===== src/rtl/crc_remainder.sv =====
// Unrolled parallel remainder: DATA_W shift steps from a zero seed, MSB first.
module crc_remainder #(
  parameter int                 DATA_W = 32,
  parameter int                 CRC_W  = 8,
  parameter logic [CRC_W-1:0]   TAPS   = '0
) (
  input  logic [DATA_W-1:0] data_i,
  output logic [CRC_W-1:0]  rem_o
);

  logic [CRC_W-1:0] stage [0:DATA_W];
  logic [DATA_W-1:0] fb;

  assign stage[0] = '0;

  for (genvar i = 0; i < DATA_W; i++) begin : g_step
    assign fb[i]       = data_i[DATA_W-1-i] ^ stage[i][CRC_W-1];
    assign stage[i+1]  = {stage[i][CRC_W-2:0], 1'b0} ^ (TAPS & {CRC_W{fb[i]}});
  end

  assign rem_o = stage[DATA_W];

endmodule


===== src/rtl/crc_link_enc.sv =====
module crc_link_enc #(
  parameter int               DATA_W = 32,
  parameter int               CRC_W  = 8,
  parameter logic [CRC_W-1:0] TAPS   = '0
) (
  input  logic                     clk,
  input  logic                     rst,
  input  logic [DATA_W-1:0]        data_i,
  input  logic                     valid_i,
  output logic [DATA_W+CRC_W-1:0]  code_o,
  output logic                     valid_o
);

  logic [CRC_W-1:0] check;

  crc_remainder #(.DATA_W(DATA_W), .CRC_W(CRC_W), .TAPS(TAPS)) u_rem (
    .data_i (data_i),
    .rem_o  (check)
  );

  always_ff @(posedge clk) begin
    if (rst) begin
      code_o  <= '0;
      valid_o <= 1'b0;
    end else begin
      valid_o <= valid_i;
      if (valid_i) code_o <= {data_i, check};
    end
  end

endmodule


===== config.mk =====
export PLATFORM = sky130hd
export DESIGN_NAME = crc_link_enc
export DESIGN_NICKNAME = d
export VERILOG_FILES = /design/src/rtl/crc_remainder.sv /design/src/rtl/crc_link_enc.sv
export SDC_FILE = /design/constraint.sdc
export NUM_CORES = 1
export LEC_CHECK = 0
export BUFFER_PORTS_ARGS = -buffer_cell sky130_fd_sc_hd__buf_2
export CORE_MARGIN = 4
export CORE_UTILIZATION = 45
export DETAILED_ROUTE_END_ITERATION = 10
export PLACE_DENSITY = 0.92
export SETUP_SLACK_MARGIN = 0.05
export SLEW_MARGIN = 10
export SYNTH_ARGS = -nofsm -noshare
export SYNTH_HDL_FRONTEND = slang
export SYNTH_SLANG_ARGS = --single-unit

===== constraint.sdc =====
create_clock -name clk -period 1.94 [get_ports clk]
set_clock_uncertainty 0.05 [all_clocks]
set_input_delay 0.194 -clock clk [delete_from_list [all_inputs] [get_ports clk]]
set_output_delay 0.194 -clock clk [all_outputs]
set_load 0.005 [all_outputs]

==> results.ini <==
[route]
drt_iter0_drc = 21
vias_per_cell = 4.54
first_pass_iters = 3
dr_total_vias = 953
postRouteWirelength_mm = 2.46
detail_route.wl_per_cell_um = 11.7
ant_nets = 0
drc = 0

[clocking]
root_buffer = clkbuf_4
cts_buffer_depth = 2
cts_resized = 0
h-tree-depth = 2
cts_hold_buf = 0
clk_pin_slew_ns = 0.09
clk_latency_ns = 0.30
cts.sink_count = 33
cts.repair_timing.setup_buffer_count = 0
cts_tree = yes
cts_inserted_buffers = 5

[worst_setup_path]
crit_type = reg2out
path_max_fanout = 2
r2r_start = code_o[32]
critical_path_buf_inv_count = 1
cp.arrival_ns = 0.78
critPathTopFamily = flip-flops
worstPathRequired_ns = 1.70
r2r-end = code_o[32]
worstPathCellList = buf_2
crit_cells = 1
slowest_delay_ns = 0.35
end_kind = output pin
rrSetupSlack_ns = 1.25
cp_slowest_cell = dfxtp_1
cp-start-kind = flip-flop
r2r_cells = 2

[placement]
hpwlAfterDp_mm = 1.87
dp_cells = 204
io_buffers = 67
place_congestion = 0.609

[power]
power_frac_clock = 0.260
ir_drop_mv = 0.710
internal_power_uw = 935
pwr-share-seq = 0.600
switching_share = 0.237
power_uw = 1230
combPwrFrac = 0.140
pwr_density_cell_nw_per_um2 = 777
netSwitchingPower_uw = 291
p_leak_uw = 0.000884

[timing]
finalCriticalPeriod_ns = 1.02
fmax_mhz = 980
hold_violations = 0
drv_slew = 0
maxSlewHeadroom = 0.606
tns_ns = 0
rsz0062_at_grt = no
fin_crit_sh = 0.526
setup_viol = 0
max_slew.worst_pin.slew_ns = 0.591

[run]
maxCapViolCount = 0

[synthesis]
yosys-top-cells-area = dfxtp_1 (52%), mux2i_1 (25%), nor2_1 (8.9%)
netlist_area_um2 = 1270
netlist.area_leader.share = 0.522
ys_seq_area_frac = 0.522
ys_warn_count = 0
yosysTopAreaCell = dfxtp_1
ys_types = 11
synth_cells = 115
avgSynthCellArea_um2 = 11.0
synth-seq-cells = 33

[floorplanning]
die-area_um2 = 3730
fp.dieH_um = 61.0
die_x_um = 61.0
core-area_um2 = 2590
num_io_pins = 76
num_rows = 18
start_util = 0.489

[global_routing]
antenna_found_initial = 0
grt_overflow_total = 0
grt.busiest_layer = met2
grt_pass1_vias = 931
gr-usage-met1 = 0.153
grt_max_degree = 34
grt_pass1_wl_mm = 3.78
grt.total_usage = 0.137
use_met3 = 0.0587
use_met2 = 0.233

[worst_hold_path]
hold_end = code_o[28]
hold_class = in2reg
holdPathStages = 3
worstHoldStart = data_i[20]

[layout]
final_common_cell = buf_2
nets = 216
final_cell_mix = buf_2 (67), dfxtp_1 (33), mux2i_1 (32)
final_cells = 210
fin_util = 0.609
fill_cells = 222
num_antenna_cells = 0
drive_gt1_frac = 0.422
area_delta_synth_final_pct = 24.6

[run_status]
status = finished clean

area by class of cell:
class / count / area (um^2) / share of cell area
clock inverter: 1 / 5.00 / 0.00317
clock buffer: 5 / 37.5 / 0.0238
multi-input combinational: 73 / 482 / 0.305
tap: 30 / 37.5 / 0.0238
sequential: 33 / 661 / 0.419
timing repair buffer: 68 / 355 / 0.225
cells by family after synthesis:
kind of cell / synth area share
flops: 0.522
simple gates: 0.104
mux: 0.253
buf+inv: 0.119
other cells: 0.00296
routing by layer:
metal	routed length (um)	share of wire
met1	1010	0.41
met2	1150	0.47
met3	269	0.11
met4	26	0.011
met5	0	0
sequential cells by signal (all words and copies together), names as in the netlist:
name and flops:
code_o 32, valid_o 1
through the flow:
stage	hold slack, ns	cell area (um^2)	setup WS [ns]
after CTS	0.0516	1580	0.896
after floorplan	0.291	1290	1.08
after global placement	0.376	1540	0.682
after global routing	0.0537	1580	0.858
final	0.0674	1580	0.920
after detailed placement	0.384	1540	0.655
how the worst max path moves through the flow:
stage	endpoint	startpoint	slack [ns]
final	code_o[36]	code_o[36]	0.92
after global routing	code_o[25]	code_o[25]	0.86
after CTS	code_o[39]	code_o[39]	0.90
after detailed placement	code_o[32]	valid_i	0.66
after global placement	code_o[9]	valid_i	0.68
after floorplan	code_o[10]	valid_i	1.08
power by group through the flow:
stage / clock (uW) / sequential (uW) / combinational, uW
after global placement: 0 / 751 / 170
after CTS: 337 / 736 / 175
after floorplan: 0 / 756 / 111
after global routing: 368 / 742 / 193
final: 319 / 736 / 172
after detailed placement: 0 / 751 / 175
cell usage after synthesis, drive strengths merged:
cell / count
buf: 15
clkbuf: 1
conb: 1
dfxtp: 33
mux2i: 32
nor2: 32
nor2b: 1
Note: power is estimated with default switching activity, not from simulation.
